==> src/rtl/metering_pkg.sv <==
package metering_pkg;

    typedef enum logic {
        TF_OFF,
        TF_ON
    } tf_state_t;

    typedef enum logic [1:0] {
        PK_WAIT_OFF,
        PK_RISE_WIN,
        PK_ON,
        PK_FALL_WIN
    } pk_state_t;

endpackage

==> src/rtl/ms_tick_gen.sv <==
module ms_tick_gen #(
    parameter int unsigned TICK_BASE = 3579
) (
    input  logic clk,
    input  logic rst_n,
    output logic tick
);
    localparam int unsigned CW = $clog2(TICK_BASE + 1);

    logic [CW-1:0] cnt_q;
    logic          long_q;
    logic [CW-1:0] limit;

    // Short term of TICK_BASE cycles, then a long term of TICK_BASE+1 cycles.
    assign limit = long_q ? CW'(TICK_BASE) : CW'(TICK_BASE - 1);
    assign tick  = (cnt_q == limit);

    always_ff @(posedge clk or negedge rst_n) begin
        if (!rst_n) begin
            cnt_q  <= '0;
            long_q <= 1'b0;
        end else if (tick) begin
            cnt_q  <= '0;
            long_q <= ~long_q;
        end else begin
            cnt_q  <= cnt_q + 1'b1;
        end
    end
endmodule

==> src/rtl/tone_follower.sv <==
module tone_follower
    import metering_pkg::*;
#(
    parameter int unsigned RUN_MS = 4
) (
    input  logic clk,
    input  logic rst_n,
    input  logic tick,
    input  logic sample,
    output logic level
);
    localparam int unsigned RW = $clog2(RUN_MS + 1);

    tf_state_t     st_q, st_d;
    logic [RW-1:0] run_q, run_d;

    always_comb begin
        st_d  = st_q;
        run_d = run_q;
        if (tick) begin
            if (sample != (st_q == TF_ON)) begin
                if (run_q == RW'(RUN_MS - 1)) begin
                    run_d = '0;
                    unique case (st_q)
                        TF_OFF:  st_d = TF_ON;
                        TF_ON:   st_d = TF_OFF;
                        default: st_d = TF_OFF;
                    endcase
                end else begin
                    run_d = run_q + 1'b1;
                end
            end else begin
                run_d = '0;
            end
        end
    end

    always_ff @(posedge clk or negedge rst_n) begin
        if (!rst_n) begin
            st_q  <= TF_OFF;
            run_q <= '0;
        end else begin
            st_q  <= st_d;
            run_q <= run_d;
        end
    end

    always_comb begin
        level = (st_q == TF_ON);
    end
endmodule

==> src/rtl/packet_integrator.sv <==
module packet_integrator
    import metering_pkg::*;
#(
    parameter int unsigned WIN_MS    = 44,
    parameter int unsigned THRESH_MS = 32   // must be 2..WIN_MS
) (
    input  logic clk,
    input  logic rst_n,
    input  logic tick,
    input  logic sample,
    output logic level
);
    localparam int unsigned CW = $clog2(WIN_MS + 1);

    pk_state_t     st_q, st_d;
    logic [CW-1:0] el_q, el_d;
    logic [CW-1:0] hit_q, hit_d;
    logic          differ;

    // In a rise window a tone sample counts; in a fall window a silent one does.
    assign differ = (st_q == PK_FALL_WIN) ? ~sample : sample;

    always_comb begin
        st_d  = st_q;
        el_d  = el_q;
        hit_d = hit_q;
        if (tick) begin
            unique case (st_q)
                PK_WAIT_OFF: begin
                    if (sample) begin
                        st_d  = PK_RISE_WIN;
                        el_d  = CW'(1);
                        hit_d = CW'(1);
                    end
                end
                PK_ON: begin
                    if (!sample) begin
                        st_d  = PK_FALL_WIN;
                        el_d  = CW'(1);
                        hit_d = CW'(1);
                    end
                end
                PK_RISE_WIN, PK_FALL_WIN: begin
                    el_d  = el_q + 1'b1;
                    hit_d = hit_q + CW'(differ);
                    if (hit_d == CW'(THRESH_MS)) begin
                        st_d  = (st_q == PK_RISE_WIN) ? PK_ON : PK_WAIT_OFF;
                        el_d  = '0;
                        hit_d = '0;
                    end else if (el_d == CW'(WIN_MS)) begin
                        st_d  = (st_q == PK_RISE_WIN) ? PK_WAIT_OFF : PK_ON;
                        el_d  = '0;
                        hit_d = '0;
                    end
                end
                default: st_d = PK_WAIT_OFF;
            endcase
        end
    end

    always_ff @(posedge clk or negedge rst_n) begin
        if (!rst_n) begin
            st_q  <= PK_WAIT_OFF;
            el_q  <= '0;
            hit_q <= '0;
        end else begin
            st_q  <= st_d;
            el_q  <= el_d;
            hit_q <= hit_d;
        end
    end

    always_comb begin
        level = (st_q == PK_ON) || (st_q == PK_FALL_WIN);
    end
endmodule

==> src/rtl/metering_out_ctrl.sv <==
module metering_out_ctrl #(
    parameter int unsigned NUM_CH    = 2,
    parameter int unsigned TICK_BASE = 3579,
    parameter int unsigned WIN_MS    = 44,
    parameter int unsigned THRESH_MS = 32,
    parameter int unsigned TF_RUN_MS = 4
) (
    input  logic              clk,
    input  logic              rst_n,
    input  logic [NUM_CH-1:0] tone_valid,
    input  logic              out_sel,
    input  logic              out_release,
    output logic [NUM_CH-1:0] ch_data,
    output logic [NUM_CH-1:0] ch_drive
);
    logic              ms_tick;
    logic [NUM_CH-1:0] tf_level;
    logic [NUM_CH-1:0] pk_level;

    ms_tick_gen #(.TICK_BASE(TICK_BASE)) u_tick (
        .clk   (clk),
        .rst_n (rst_n),
        .tick  (ms_tick)
    );

    for (genvar c = 0; c < NUM_CH; c++) begin : g_ch
        tone_follower #(.RUN_MS(TF_RUN_MS)) u_tf (
            .clk    (clk),
            .rst_n  (rst_n),
            .tick   (ms_tick),
            .sample (tone_valid[c]),
            .level  (tf_level[c])
        );

        packet_integrator #(.WIN_MS(WIN_MS), .THRESH_MS(THRESH_MS)) u_pk (
            .clk    (clk),
            .rst_n  (rst_n),
            .tick   (ms_tick),
            .sample (tone_valid[c]),
            .level  (pk_level[c])
        );
    end

    // Format multiplexer and pin release, shared by all channels.
    always_comb begin
        for (int c = 0; c < int'(NUM_CH); c++) begin
            ch_drive[c] = ~out_release;
            ch_data[c]  = out_release ? 1'b0 : (out_sel ? tf_level[c] : pk_level[c]);
        end
    end
endmodule

==> config.mk <==
export PLATFORM = sky130hd
export DESIGN_NAME = metering_out_ctrl
export DESIGN_NICKNAME = d
export VERILOG_FILES = /design/src/rtl/metering_pkg.sv /design/src/rtl/ms_tick_gen.sv /design/src/rtl/tone_follower.sv /design/src/rtl/packet_integrator.sv /design/src/rtl/metering_out_ctrl.sv
export SDC_FILE = /design/constraint.sdc
export NUM_CORES = 1
export LEC_CHECK = 0
export BUFFER_PORTS_ARGS = -buffer_cell sky130_fd_sc_hd__buf_2
export CAP_MARGIN = 30
export CORE_ASPECT_RATIO = 0.5
export CORE_MARGIN = 2
export CORE_UTILIZATION = 30
export DETAILED_ROUTE_END_ITERATION = 10
export PLACE_DENSITY_LB_ADDON = 0.2
export SLEW_MARGIN = 10
export SYNTH_ARGS = -nofsm -noshare
export SYNTH_HDL_FRONTEND = slang
export SYNTH_SLANG_ARGS = --single-unit
==> constraint.sdc <==
create_clock -name clk -period 7 [get_ports clk]
set_clock_uncertainty 0.15 [all_clocks]
set_input_delay 1.75 -clock clk [delete_from_list [all_inputs] [get_ports clk]]
set_output_delay 1.75 -clock clk [all_outputs]
set_load 0.005 [all_outputs]
Word level (Yosys, flattened, before mapping)
Index checks and enable logic that the tools add are counted.
- bits in registers: 49
- input bits: 6
- output and inout port bits: 4
- logic and storage cells: 102
- $add $sub $neg: 7
- eq/ne operators: 21
- muxes and demuxes: 44
- bitwise operators: 6
- reductions and logical operators: 12
- operators by type and width (kind ; count):
    $mux W6 ; 12
    $pmux W6 S3 ; 4
    $eq A6 B6 Y1 const B ; 4
    $mux W2 ; 12
    $add A12 B1 Y12 const B ; 1
    $add A6 B1 Y6 ; 2
    $add A6 B1 Y6 const B ; 2
    $eq A12 B12 Y1 ; 1
    $mux W12 ; 1
    $mux W3 ; 4
    $pmux W2 S3 ; 2
    $reduce_and A3 Y1 ; 4
    $eq A2 B2 Y1 const B ; 4
    $ne A2 B2 Y1 const B ; 4
    $reduce_and A4 Y1 ; 2
    $mux W1 ; 7
    $add A3 B1 Y3 const B ; 2
    $eq A3 B2 Y1 const B ; 2
    $ne A3 B1 Y1 const B ; 2
    $not A1 Y1 ; 6
    $eq A2 B1 Y1 const B ; 2
    $logic_not A2 Y1 ; 2
    $pmux W1 S2 ; 2
    $reduce_or A2 Y1 ; 2
    2 further kinds ; 4

Depth between registers and ports, before layout
- depth after elaboration: 6
- depth in mapped cells: 10

Modules after synthesis
Synthesis repeated with hierarchy kept, for this count alone.
- cell total of the unflattened synthesis: 262
- area total of the unflattened synthesis: 2686.3 µm²
- modules (own cells, without submodules) (module ; instances ; cells an instance ; area each (µm²) ; seq. area each (µm²)):
    packet_integrator ; 2 ; 81 ; 797.0 ; 350.3
    ms_tick_gen ; 1 ; 58 ; 648.1 ; 325.3
    tone_follower ; 2 ; 18 ; 202.7 ; 100.1
    metering_out_ctrl ; 1 ; 6 ; 38.8 ; 0.0

Worst setup path after synthesis
OpenSTA, ideal clock, no wires.
- path kind: input -> output
- from: input port out_sel
- to: output port ch_data[0]
- data arrival time: 1.959 ns
- slack: 3.141 ns
- stages on the path: 2
- path buffers: 0
- cell sequence: mux2i_1 -> nor2_1
- cells in the longest elaborated chain, start to end: 2
- ends and longest elaborated chain (what ; line ; RTL):
    from (decl) ; metering_out_ctrl.sv:11 ; input logic out_sel,
    $mux W1 (2 in series) ; metering_out_ctrl.sv:48 ; ch_data[c] = out_release ? 1'b0 : (out_sel ? tf_level[c] : pk_level[c]);
    to (decl) ; metering_out_ctrl.sv:13 ; output logic [NUM_CH-1:0] ch_data,
No other way between the ends.

Final worst setup path
Ends and elaborated chain as after synthesis.

==> summary.log <==
[global_routing] most congested layer reported by global routing met2
[sta] achievable frequency 244.0 MHz
[global_routing] vias in the first global route 2087
[routing] drt initial violations 101
[floorplan] core box area 8738 sq um
[critical_path] max incr delay on CP 0.18 ns
[synthesis] number of enable-type register cells in the synthesized netlist 0
[layout] diodes inserted 0
[global_routing] overall routing resource usage 11.75%
[clock_tree] CTS HTree Levels 2
[layout] Total Nets Final 304
[synthesis] Synth Flop Type sky130_fd_sc_hd__dfrtp_1
[sta] post-route fraction of the period consumed by the critical path 58.55%
[clock_tree] Reg clk slew, reported paths 0.06 ns
[critical_path] CP Capture Type output port
[global_routing] antenna violations before repair 0
[synthesis] synthesized net count 297
[synthesis] cell taking the most area after synthesis sky130_fd_sc_hd__dfrtp_1
[critical_path] cell family contributing the most delay on the critical path buffers and inverters
[sta] worst relative slew slack 51.21%
[place] global placement routability congestion 0.7714
[pwr] Max IR drop VDD 0.08276 mV
[synthesis] Yosys Warn Count 0
[sta] total count of hold-check failures in the final report 0
[routing] iteration count of the initial detailed-routing pass 4
[pwr] leakage power summed over all cells 1.331 nW
[floorplan] Row Count 24
[clock_tree] post-CTS sizing 0
[critical_path] sum of buffers and inverters on the critical path 2
[routing] routed wire length 5326 um
[clock_tree] setup bufs post-CTS 0
[clock_tree] clock buffers created by TritonCTS 5
[synthesis] flop and latch count out of synthesis 49
[run] # Max-Cap Violations 0
[routing] drc violations 0
[sta] count of final setup violators 0
[hold_path] Hold Path Stages 1
[place] post-detailed-placement cell area 2861 sq um
[clock_tree] number of buffers inserted by hold repair at cts 0
[synthesis] proportion of register bits with asynchronous set or reset after synthesis 100.0%
[synthesis] average footprint of a synthesized cell 9.593 sq um
[floorplan] floorplan die height 71.15 um
[sta] tightest hold margin 0.3389 ns
[hold_path] worst hold path class reg2reg
[synthesis] Synth top area share 45.33%
[synthesis] synthesized instance count 282
[critical_path] maximum fanout along the worst path 2
[global_routing] met2 track utilization from global routing 20.52%
[clock_tree] clock sink count 49
[sta] unrepaired setup endpoints after global routing false
[floorplan] IO Count 10
[place] DP Wirelength 3670 um
[routing] Vias/cell 5.005
[sta] Worst-Margin Slew 0.7270 ns
[sta] setup total negative slack 0 ns
[synthesis] top post-synthesis cells by area sky130_fd_sc_hd__dfrtp_1 45%, sky130_fd_sc_hd__xnor2_1 5.2%, sky130_fd_sc_hd__ha_1 4.2%, sky130_fd_sc_hd__nand3_1 3.7%, sky130_fd_sc_hd__nand2_1 3.3%
[global_routing] total congestion overflow after global routing 0
[critical_path] cell type with the highest occurrence count on the critical path sky130_fd_sc_hd__buf_2
[clock_tree] root buf cell sky130_fd_sc_hd__clkbuf_16
[global_routing] met1 Use GR 14.60%
[clock_tree] worst-case clock buffer depth 2
[critical_path] critical path, cell by cell buf_2 > mux2i_1 > nor2_1 > buf_2
[clock_tree] TritonCTS clock tree built
[pwr] Power Dens Cells 180.4 nW/um^2
[critical_path] CP Data Required Time 5.10 ns
[floorplan] floorplan die width 138.3 um
[routing] via count 2032
[critical_path] number of cells on the critical path 4
[sta] Final Critical Period 4.099 ns
[clock_tree] clk_lat worst skew 0.29 ns
[critical_path] arrival time at the worst endpoint 2.20 ns
[floorplan] Die ar. 9839 sq um
[status] outcome finished, final reports clean
[routing] Wirelength per Cell 13.12 um
[layout] fillcell total 880
[global_routing] global-route wire length before repair 9508 um
[synthesis] sequential fraction of the synthesis area 45.33%
[critical_path] slowest cell on the critical path sky130_fd_sc_hd__mux2i_1
[global_routing] largest net degree at the start of global routing 50
[synthesis] area of the mapped netlist 2705 sq um
[layout] share of post-route cells with drive strength above 1 7.612%
[critical_path] critical setup path kind in2out
[global_routing] met3 track utilization from global routing 2.640%
[critical_path] R2R depth 8
[place] number of input and output port buffers inserted 9
[layout] synth-to-layout area growth 11.05%
[routing] number of nets with antenna violations after detailed routing 0
[critical_path] startpoint type of the worst setup path input port
[layout] final standard cell area without fillers 3004 sq um
[synthesis] count of distinct cell types in the synthesized netlist 48
[sta] Slew Viols, Final 0
[floorplan] Starting Density 30.96%
-- routing by layer --
| layer | vias to the layer above | routed length [um] |
|---|---|---|
| met5 | - | 0 |
| met4 | 0 | 74 |
| met3 | 8 | 101 |
| met2 | 12 | 2530 |
| met1 | 997 | 2619 |
| li1 | 1015 | - |
-- flip-flops by register name, indices dropped and copies added (netlist names), named ones only --
signal	count
g_ch.u_pk.st_q	2
u_tick.cnt_q	12
g_ch.u_tf.run_q	6
g_ch.u_pk.el_q	12
u_tick.long_q	1
g_ch.u_tf.level	2
g_ch.u_pk.hit_q	12
-- power by group --
group,switching [mW],internal (mW)
clock,0.102,0.141
sequential,0.000516,0.284
combinational,0.00984,0.00480
-- per-stage QoR --
step | util, % | setup WS (ns) | cells | power, mW
5_1_grt | 34.38 | 2.861 | 406 | 0.5640
6_report | 34.38 | 2.901 | 406 | 0.5418
2_1_floorplan | - | 3.141 | 282 | 0.2947
4_1_cts | 34.38 | 2.892 | 406 | 0.5500
3_3_place_gp | 32.75 | 2.841 | 399 | 0.3047
3_5_place_dp | 32.75 | 2.759 | 399 | 0.3049
-- final timing paths --
path                                         end                   from  slack [ns]
max                                   ch_data[0]                out_sel        2.90
min                        g_ch[1].u_tf.run_q[2]  g_ch[1].u_tf.run_q[2]        0.34
max reg2reg                 g_ch[0].u_pk.el_q[1]   g_ch[0].u_pk.st_q[0]        4.06
min reg2reg                g_ch[1].u_tf.run_q[2]  g_ch[1].u_tf.run_q[2]        0.34
max in group asynchronous  g_ch[1].u_tf.run_q[0]                  rst_n        4.86
min in group asynchronous   g_ch[0].u_pk.el_q[1]                  rst_n        1.42
-- logic make-up (layout without fill, tap and decap cells) --
logic type	after synthesis	after routing	synth area share, %
AOI/OAI and AO/OA	59	59	14.99
xor gates and xnor gates	26	26	8.418
adders and majority gates	9	9	4.163
buffers and inverters	23	30	3.515
DFF	49	49	45.33
muxes	4	4	1.573
and+or+nand+nor	112	112	22.02
-- placed cells by master, fill, tap and decap left out, types with 3 or more instances in the layout --
cell / instances
sky130_fd_sc_hd__nand4b_1: 4
sky130_fd_sc_hd__nand4_1: 4
sky130_fd_sc_hd__and2_1: 6
sky130_fd_sc_hd__a31oi_1: 3
sky130_fd_sc_hd__nand3_1: 20
sky130_fd_sc_hd__and3_1: 6
sky130_fd_sc_hd__o21ai_1: 4
sky130_fd_sc_hd__inv_1: 12
sky130_fd_sc_hd__a32o_1: 5
sky130_fd_sc_hd__xnor2_1: 16
sky130_fd_sc_hd__nor3_1: 3
sky130_fd_sc_hd__a22o_1: 4
sky130_fd_sc_hd__nor2b_1: 9
sky130_fd_sc_hd__o21ai_0: 16
sky130_fd_sc_hd__ha_1: 9
sky130_fd_sc_hd__nor2_1: 23
sky130_fd_sc_hd__buf_2: 9
sky130_fd_sc_hd__clkbuf_16: 5
sky130_fd_sc_hd__nand2_1: 24
sky130_fd_sc_hd__dfrtp_1: 49
sky130_fd_sc_hd__o31ai_1: 4
sky130_fd_sc_hd__xor2_1: 10
sky130_fd_sc_hd__a21oi_1: 10
-- cell usage after synthesis (6+ instances only) --
| cell type | instances |
|---|---|
| sky130_fd_sc_hd__nor2b_1 | 9 |
| sky130_fd_sc_hd__ha_1 | 9 |
| sky130_fd_sc_hd__a21oi_1 | 10 |
| sky130_fd_sc_hd__o21ai_0 | 16 |
| sky130_fd_sc_hd__nand3_1 | 20 |
| sky130_fd_sc_hd__and2_1 | 6 |
| sky130_fd_sc_hd__clkbuf_1 | 6 |
| sky130_fd_sc_hd__and3_1 | 6 |
| sky130_fd_sc_hd__inv_1 | 12 |
| sky130_fd_sc_hd__nand2_1 | 24 |
| sky130_fd_sc_hd__nor2_1 | 23 |
| sky130_fd_sc_hd__xor2_1 | 10 |
| sky130_fd_sc_hd__xnor2_1 | 16 |
| sky130_fd_sc_hd__dfrtp_1 | 49 |
-- area by class of cell --
cell class / instances / area (sq um) / share of cell area [%]
Multi-Input combinational cell: 210 / 1384 / 46.06
Sequential cell: 49 / 1226 / 40.82
Tap cell: 117 / 146.4 / 4.873
Clock buffer: 7 / 142.6 / 4.748
Timing Repair Buffer: 11 / 60.06 / 1.999
Inverter: 12 / 45.04 / 1.499
Power figures use the tool's default switching activity.
